==> src/rtl/jsm_pkg.sv <==
package jsm_pkg;

  typedef enum logic [1:0] {
    RATE_NOMINAL = 2'd0,
    RATE_FAST    = 2'd1,
    RATE_SLOW    = 2'd2
  } rate_mode_t;

  // Output period in master cycles for a mode and the alternation phase.
  function automatic logic [2:0] period_for(rate_mode_t m, logic alt);
    case (m)
      RATE_FAST: return alt ? 3'd4 : 3'd3;
      RATE_SLOW: return alt ? 3'd5 : 3'd4;
      default:   return 3'd4;
    endcase
  endfunction

endpackage

==> src/rtl/jsm_line_sync.sv <==
module jsm_line_sync #(
  parameter int SYNC_STAGES = 2
) (
  input  logic clk,
  input  logic rst,
  input  logic line_clk,
  input  logic line_p,
  input  logic line_n,
  output logic s_clk,
  output logic s_p,
  output logic s_n,
  output logic wr_en
);
  logic [SYNC_STAGES-1:0] c_q, p_q, n_q;
  logic c_last;

  always_ff @(posedge clk) begin
    if (rst) begin
      c_q    <= '0;
      p_q    <= '0;
      n_q    <= '0;
      c_last <= 1'b0;
    end else begin
      c_q    <= {c_q[SYNC_STAGES-2:0], line_clk};
      p_q    <= {p_q[SYNC_STAGES-2:0], line_p};
      n_q    <= {n_q[SYNC_STAGES-2:0], line_n};
      c_last <= c_q[SYNC_STAGES-1];
    end
  end

  assign s_clk = c_q[SYNC_STAGES-1];
  assign s_p   = p_q[SYNC_STAGES-1];
  assign s_n   = n_q[SYNC_STAGES-1];
  assign wr_en = s_clk & ~c_last;

  // one line edge yields a single-cycle write strobe
  p_one_write_r3: assert property (@(posedge clk) disable iff (rst)
    wr_en |=> !wr_en);

endmodule

==> src/rtl/jsm_store.sv <==
module jsm_store #(
  parameter int DEPTH_LONG  = 128,
  parameter int DEPTH_SHORT = 32,
  localparam int AW = $clog2(DEPTH_LONG)
) (
  input  logic        clk,
  input  logic        rst,
  input  logic [AW:0] depth,
  input  logic        wr_en,
  input  logic [1:0]  wr_data,
  input  logic        rd_req,
  output logic [1:0]  rd_data,
  output logic [AW:0] fill
);
  logic [1:0]    mem [DEPTH_LONG];
  logic [AW-1:0] wr_ptr, rd_ptr, mask;
  logic          rd_ok, wr_ok;

  assign mask  = AW'(depth - 1'b1);
  assign rd_ok = rd_req && (fill != '0);
  assign wr_ok = wr_en && ((fill != depth) || rd_ok);

  always_ff @(posedge clk) begin
    if (wr_ok) mem[wr_ptr] <= wr_data;
  end

  always_ff @(posedge clk) begin
    if (rst)        rd_data <= 2'b00;
    else if (rd_ok) rd_data <= mem[rd_ptr];
  end

  always_ff @(posedge clk) begin
    if (rst) begin
      wr_ptr <= AW'(depth >> 1);
      rd_ptr <= '0;
      fill   <= depth >> 1;
    end else begin
      if (wr_ok) wr_ptr <= (wr_ptr + 1'b1) & mask;
      if (rd_ok) rd_ptr <= (rd_ptr + 1'b1) & mask;
      fill <= fill + {{AW{1'b0}}, wr_ok} - {{AW{1'b0}}, rd_ok};
    end
  end

  // the rate logic keeps the fill inside the selected depth
  p_fill_bound_r6: assert property (@(posedge clk) disable iff (rst)
    fill <= depth);

endmodule

==> src/rtl/jsm_rate_ctl.sv <==
module jsm_rate_ctl
  import jsm_pkg::*;
#(
  parameter int AW     = 7,
  parameter int MARGIN = 4,
  parameter int HIGH_CYC = 2
) (
  input  logic        clk,
  input  logic        rst,
  input  logic [AW:0] fill,
  input  logic [AW:0] depth,
  output logic        tick,
  output logic        gen_clk,
  output logic        lim_q
);
  logic [2:0] cnt, period;
  logic       alt;
  rate_mode_t mode_q, mode_n;

  always_comb begin
    if (fill > (depth - (AW+1)'(MARGIN)))  mode_n = RATE_FAST;
    else if (fill < (AW+1)'(MARGIN))        mode_n = RATE_SLOW;
    else                                    mode_n = RATE_NOMINAL;
  end

  assign tick    = (cnt == period - 3'd1);
  assign gen_clk = (cnt < 3'(HIGH_CYC));

  always_ff @(posedge clk) begin
    if (rst) begin
      cnt    <= '0;
      period <= 3'd4;
      alt    <= 1'b0;
      mode_q <= RATE_NOMINAL;
      lim_q  <= 1'b0;
    end else if (tick) begin
      cnt    <= '0;
      alt    <= ~alt;
      mode_q <= mode_n;
      period <= period_for(mode_n, ~alt);
      lim_q  <= (mode_n != RATE_NOMINAL);
    end else begin
      cnt <= cnt + 3'd1;
    end
  end

  // a nominal period ends after its fourth cycle
  p_nominal_len_r4: assert property (@(posedge clk) disable iff (rst)
    (tick && mode_q == RATE_NOMINAL) |-> (cnt == 3'd3));

  // fractional periods span 3 to 5 cycles only
  p_frac_len_r6: assert property (@(posedge clk) disable iff (rst)
    (tick && mode_q != RATE_NOMINAL) |-> (cnt >= 3'd2 && cnt <= 3'd4));

endmodule

==> src/rtl/line_jitter_smoother.sv <==
module line_jitter_smoother #(
  parameter int DEPTH_LONG  = 128,
  parameter int DEPTH_SHORT = 32,
  parameter int MARGIN      = 4,
  parameter int SYNC_STAGES = 2
) (
  input  logic clk_4x,
  input  logic rst,
  input  logic line_clk,
  input  logic line_p,
  input  logic line_n,
  input  logic short_sel,
  input  logic bypass,
  output logic out_clk,
  output logic out_p,
  output logic out_n,
  output logic limit
);
  localparam int AW = $clog2(DEPTH_LONG);

  logic [AW:0] depth, fill;
  logic        s_clk, s_p, s_n, wr_en;
  logic        tick, gen_clk, lim_q;
  logic [1:0]  rd_data;

  assign depth = short_sel ? (AW+1)'(DEPTH_SHORT) : (AW+1)'(DEPTH_LONG);

  jsm_line_sync #(.SYNC_STAGES(SYNC_STAGES)) u_sync (
    .clk(clk_4x), .rst(rst), .line_clk(line_clk), .line_p(line_p),
    .line_n(line_n), .s_clk(s_clk), .s_p(s_p), .s_n(s_n), .wr_en(wr_en)
  );

  jsm_store #(.DEPTH_LONG(DEPTH_LONG), .DEPTH_SHORT(DEPTH_SHORT)) u_store (
    .clk(clk_4x), .rst(rst), .depth(depth), .wr_en(wr_en),
    .wr_data({s_p, s_n}), .rd_req(tick), .rd_data(rd_data), .fill(fill)
  );

  jsm_rate_ctl #(.AW(AW), .MARGIN(MARGIN)) u_rate (
    .clk(clk_4x), .rst(rst), .fill(fill), .depth(depth),
    .tick(tick), .gen_clk(gen_clk), .lim_q(lim_q)
  );

  always_ff @(posedge clk_4x) begin
    if (rst) begin
      out_clk <= 1'b0;
      out_p   <= 1'b0;
      out_n   <= 1'b0;
      limit   <= 1'b0;
    end else if (bypass) begin
      out_clk <= s_clk;
      out_p   <= s_p;
      out_n   <= s_n;
      limit   <= 1'b0;
    end else begin
      out_clk <= gen_clk;
      out_p   <= rd_data[1];
      out_n   <= rd_data[0];
      limit   <= lim_q;
    end
  end

  // a period decided inside the margins shows no limit
  p_margin_quiet_r5: assert property (@(posedge clk_4x) disable iff (rst)
    (tick && !bypass && fill >= (AW+1)'(MARGIN) &&
     fill <= depth - (AW+1)'(MARGIN)) |-> ##2 (!limit || rst));

  // bypass forwards the synchronised line signals
  p_bypass_r8: assert property (@(posedge clk_4x) disable iff (rst)
    $past(bypass) |-> (out_clk == $past(s_clk) && out_p == $past(s_p) &&
                       out_n == $past(s_n) && !limit));

  // outputs are cleared by reset
  p_reset_clear_r9: assert property (@(posedge clk_4x)
    $past(rst) |-> (!out_clk && !out_p && !out_n && !limit));

endmodule

==> config.mk <==
export PLATFORM = sky130hd
export DESIGN_NAME = line_jitter_smoother
export DESIGN_NICKNAME = d
export VERILOG_FILES = /design/src/rtl/jsm_pkg.sv /design/src/rtl/jsm_line_sync.sv /design/src/rtl/jsm_store.sv /design/src/rtl/jsm_rate_ctl.sv /design/src/rtl/line_jitter_smoother.sv
export SDC_FILE = /design/constraint.sdc
export NUM_CORES = 1
export LEC_CHECK = 0
export BUFFER_PORTS_ARGS = -buffer_cell sky130_fd_sc_hd__buf_2
export CELL_PAD_IN_SITES_DETAIL_PLACEMENT = 2
export CELL_PAD_IN_SITES_GLOBAL_PLACEMENT = 2
export CORE_ASPECT_RATIO = 2
export CORE_MARGIN = 3
export CORE_UTILIZATION = 45
export DETAILED_ROUTE_END_ITERATION = 12
export GPL_ROUTABILITY_DRIVEN = 0
export MAX_ROUTING_LAYER = met4
export PLACE_DENSITY_LB_ADDON = 0.1
export REMOVE_ABC_BUFFERS = 1
export SETUP_SLACK_MARGIN = 0.4
export SYNTH_ARGS = -nofsm -noshare
export SYNTH_HDL_FRONTEND = slang
export SYNTH_SLANG_ARGS = --single-unit
export TNS_END_PERCENT = 30
==> constraint.sdc <==
create_clock -name clk_4x -period 9.55 [get_ports clk_4x]
set_input_delay 1.91 -clock clk_4x [delete_from_list [all_inputs] [get_ports clk_4x]]
set_output_delay 1.91 -clock clk_4x [all_outputs]
set_load 0.005 [all_outputs]
==> reports/qor_table.md <==
| Result | This run | Unit |
|:---|:---|:---|
| Cell types with the largest area share after synthesis | sky130_fd_sc_hd__edfxtp_1 61%, sky130_fd_sc_hd__dfxtp_1 5.6%, sky130_fd_sc_hd__mux4_2 5.3%, sky130_fd_sc_hd__nor2_1 4.8%, sky130_fd_sc_hd__mux2i_1 4.4% | - |
| Share of the synthesized area in compound gates (AO/OA/AOI/OAI) | 0.04152 | - |
| Result of the run | complete, no violations | - |
| Count of synthesis-stage warnings from yosys | 0 | - |
| Pins Over Slew Limit | 0 | - |
| End point of the worst hold path | u_sync.n_q[1] | - |
| Number of DRC markers after the initial detailed-route iteration | 379 | - |
| Total number of H-tree levels | 1 | - |
| Commonest non-fill, non-tap cell in the layout | sky130_fd_sc_hd__edfxtp_1 | - |
| Area of the multi-input gates | 3865 | sq um |
| Number of buffers added by the clock tree synthesis step | 28 | - |
| Final clock period utilization by the worst path | 0.4334 | - |
| Fill cell total of the finished layout | 2,599 | - |
| Std-Cell Rows | 87 | - |
| Area share of fa/ha/maj cells after synthesis | 0.02101 | - |
| Area of the die | 30,780 | sq um |
| Detailed-route vias per instance | 5.851 | - |
| FMAX | 241.6 | MHz |
| Largest family of logic cells by synthesized area | multiplexers | - |
| Critical path's slowest cell | sky130_fd_sc_hd__a2111o_1 | - |
| Input/output buffers | 10 | - |
| Cell-by-cell trace of the critical path | buf_2 > ha_1 > nor3_1 > nand3_1 > o211a_1 > ha_1 > a21o_1 > a21oi_1 > o21bai_1 > a2111o_1 > a21o_1 > a21oi_1 | - |
| Category of the worst setup path launch point | input pin | - |
| Final instance area | 14,020 | sq um |
| Final ANT Viol Nets | 0 | - |
| Initial core utilization | 0.4564 | - |
| Clock transition at the registers of the reported paths | 0.06 | ns |
| Area of the core | 28,190 | sq um |
| Largest net degree at the start of global routing | 106 | - |
| Cell depth of the worst min-delay path | 1 | - |
| Tot GR Track Use | 0.2328 | - |
| Sink count of the clock tree | 299 | - |
| Area growth syn-to-layout | 8.937 | % |
| Post-cts sizing count | 0 | - |
| Number of failing hold endpoints at the final stage | 0 | - |
| Net count of the finished layout | 892 | - |
| R2R depth | 17 | - |
| Deepest clock path buffer count | 3 | - |
| Antenna violations before repair | 0 | - |
| CTS Root Cell | sky130_fd_sc_hd__clkbuf_16 | - |
| Path type of the worst min-delay path | reg2reg | - |
| Worst relative slew slack | 0.2682 | - |
| Setup WS post-layout | 5.411 | ns |
| Max Clock Skew | 0.01024 | ns |
| Placed Area | 13,150 | sq um |
| Tightest Pin Transition | 1.098 | ns |
| Iteration count of the initial detailed-routing pass | 4 | - |
| Post-placement worst setup slack | 4.847 | ns |
| Antenna diode count | 0 | - |
| Synthesized instance count | 862 | - |
| Minimum clock period after layout | 4.139 | ns |
| Residual DRC | 0 | - |
| Slowest Stage Delay on Critical Path | 0.44 | ns |
| Via count of the first global-routing pass | 8,389 | - |
| Simple-gate share of the synthesized area | 0.09491 | - |
| Total gr overflow | 0 | - |
| Post-CTS Hold Buffers | 0 | - |
| Total Neg Setup Slack | 0 | ns |
| Unique masters post-synth | 65 | - |
| Start point of the worst hold path | u_sync.n_q[0] | - |
| Max VDD drop | 0.1720 | mV |
| Register bit total from synthesis | 299 | - |
| Reg2reg end | u_store.fill[6] | - |
| Post-CTS Setup Bufs | 0 | - |
| Via total after detailed routing | 7,249 | - |
| Endpoint class of the critical path | flop | - |
| Setup-failing EPs final | 0 | - |
| Avg Cell Area, Syn | 14.93 | sq um |
| Most common flop cell mapped by yosys | sky130_fd_sc_hd__edfxtp_1 | - |
| Clock Latency Late Sink | 0.55 | ns |
| Mux share of post-synthesis cell area | 0.1282 | - |
| Reg-to-reg critical path startpoint | u_rate.period[0] | - |
| Share of the synthesized netlist area taken by xor and xnor gates | 0.01478 | - |
| Flop2flop setup slack | 5.65 | ns |
| Max capacitance violation total | 0 | - |
| Critical Path RT | 10.03 | ns |
| Total leakage power | 4.324 | nW |
| Highest-count cells in the layout ignoring fill and taps | 263 x sky130_fd_sc_hd__edfxtp_1, 163 x sky130_fd_sc_hd__nor2_1, 56 x sky130_fd_sc_hd__mux2i_1 | - |
| Top-level port count | 11 | - |
| Post-detail-place hpwl | 22,140 | um |
| Post-Syn Area | 12,870 | sq um |
| Die width | 125.6 | um |
| Power per cell area | 227.8 | nW/um^2 |
| First-pass GRT wire length | 52,520 | um |
| Fraction of final layout cells sized beyond drive strength 1 | 0.1212 | - |
| Data arrival at the endpoint of the critical path | 4.62 | ns |
| Leading area contributor after synthesis | sky130_fd_sc_hd__edfxtp_1 | - |
| Average wire length per cell after detail routing | 27.60 | um |
| RSZ-0062 raised after global routing | false | - |
| Share of the synthesized area in the top cell type | 0.6138 | - |
| Sequential cell area fraction in the yosys report | 0.6698 | - |
| Number of synthesized flops with an enable pin | 263 | - |
| Highest net fanout along the worst path | 9 | - |
| Total wirelength of the detailed-routed design | 34,190 | um |
| Sequential cell area | 8632 | sq um |
| Final Hold Slack | 0.4558 | ns |
| Die boundary height | 245.1 | um |
| Kind of critical path | in2reg | - |
| TritonCTS clock tree | done | - |
| Post-synthesis async set-or-reset flop share | 0 | - |
## Yosys cell counts, types with 4 or more instances
library cell	n
sky130_fd_sc_hd__a211oi_1	4
sky130_fd_sc_hd__a21oi_1	12
sky130_fd_sc_hd__a221oi_1	4
sky130_fd_sc_hd__buf_2	13
sky130_fd_sc_hd__buf_4	7
sky130_fd_sc_hd__buf_6	6
sky130_fd_sc_hd__clkbuf_1	17
sky130_fd_sc_hd__dfxtp_1	36
sky130_fd_sc_hd__edfxtp_1	263
sky130_fd_sc_hd__ha_1	20
sky130_fd_sc_hd__inv_1	18
sky130_fd_sc_hd__mux2_2	4
sky130_fd_sc_hd__mux2i_1	56
sky130_fd_sc_hd__mux4_1	14
sky130_fd_sc_hd__mux4_2	30
sky130_fd_sc_hd__nand2_1	27
sky130_fd_sc_hd__nand2b_1	7
sky130_fd_sc_hd__nand3_1	24
sky130_fd_sc_hd__nand4_1	5
sky130_fd_sc_hd__nor2_1	163
sky130_fd_sc_hd__nor2b_1	20
sky130_fd_sc_hd__nor3_1	8
sky130_fd_sc_hd__o21ai_0	9
sky130_fd_sc_hd__o22ai_1	9
sky130_fd_sc_hd__xnor2_1	13
sky130_fd_sc_hd__xor2_1	6
## cells by family (layout without fill, tap and decap cells)
family                   count (synthesis)  count (layout)
buffers and inverters                   69              90
adder cells (fa/ha/maj)                 21              21
AO/OA/AOI/OAI                           75              75
AND/OR/NAND/NOR                        274             274
multiplexers                           104             104
XOR/XNOR                                20              20
flip-flops                             299             299
## registers in the layout (all words and copies together) (netlist names), 2 cells and up
signal,count
u_rate.cnt,3
u_rate.period,3
u_store.fill,8
u_store.mem,256
u_store.rd_data,2
u_store.rd_ptr,7
u_store.wr_ptr,7
u_sync.c_q,2
u_sync.n_q,2
u_sync.p_q,2
## cell type report
cell class,count,area share
flip-flops and latches,299,0.6159
clock buffers,33,0.05285
multi-input cells,494,0.2758
repair buffers,21,0.009463
clock inverters,16,0.008927
inverters,20,0.005356
well taps,356,0.03178
## critical path, delay by kind of cell
| kind | cells | cell delay, ns |
|---|---|---|
| fa+ha+maj | 2 | 0.59 |
| buf+inv | 1 | 0.16 |
| simple gates | 2 | 0.26 |
| compound gates | 7 | 1.68 |
## per-stage QoR
stage,cells,power (mW),utilization
after floorplan,813,1.949,-
after global placement,1190,2.109,0.4664
after detailed placement,1190,2.147,0.4664
after CTS,1239,3.241,0.4971
after global routing,1239,3.343,0.4971
final,1239,3.193,0.4971
## power breakdown
group          internal (mW)  switching, mW  total [mW]
sequential              1.46         0.0478        1.50
combinational          0.262          0.343       0.604
clock                  0.604          0.481        1.08
## metal layers
| metal | global-route usage | up-vias | wire length (um) |
|---|---|---|---|
| li1 | - | 3249 | - |
| met1 | 0.2515 | 3816 | 12480 |
| met2 | 0.4360 | 118 | 19490 |
| met3 | 0.02439 | 66 | 916 |
| met4 | 0.08653 | 0 | 1300 |
| met5 | - | - | 0 |
## how the worst max path moves through the flow
stage,from,endpoint,slack [ns],cells after the start
finish,short_sel,u_store.fill[7],5.41,12
global route,short_sel,u_store.fill[7],5.18,12
CTS,short_sel,u_store.fill[7],5.43,12
detailed placement,short_sel,u_store.fill[6],4.85,14
global placement,short_sel,u_store.fill[7],4.98,12
floorplan,u_store.rd_ptr[1],u_store.rd_data[1],5.34,6
No activity file was read; power rests on OpenSTA's default activity.
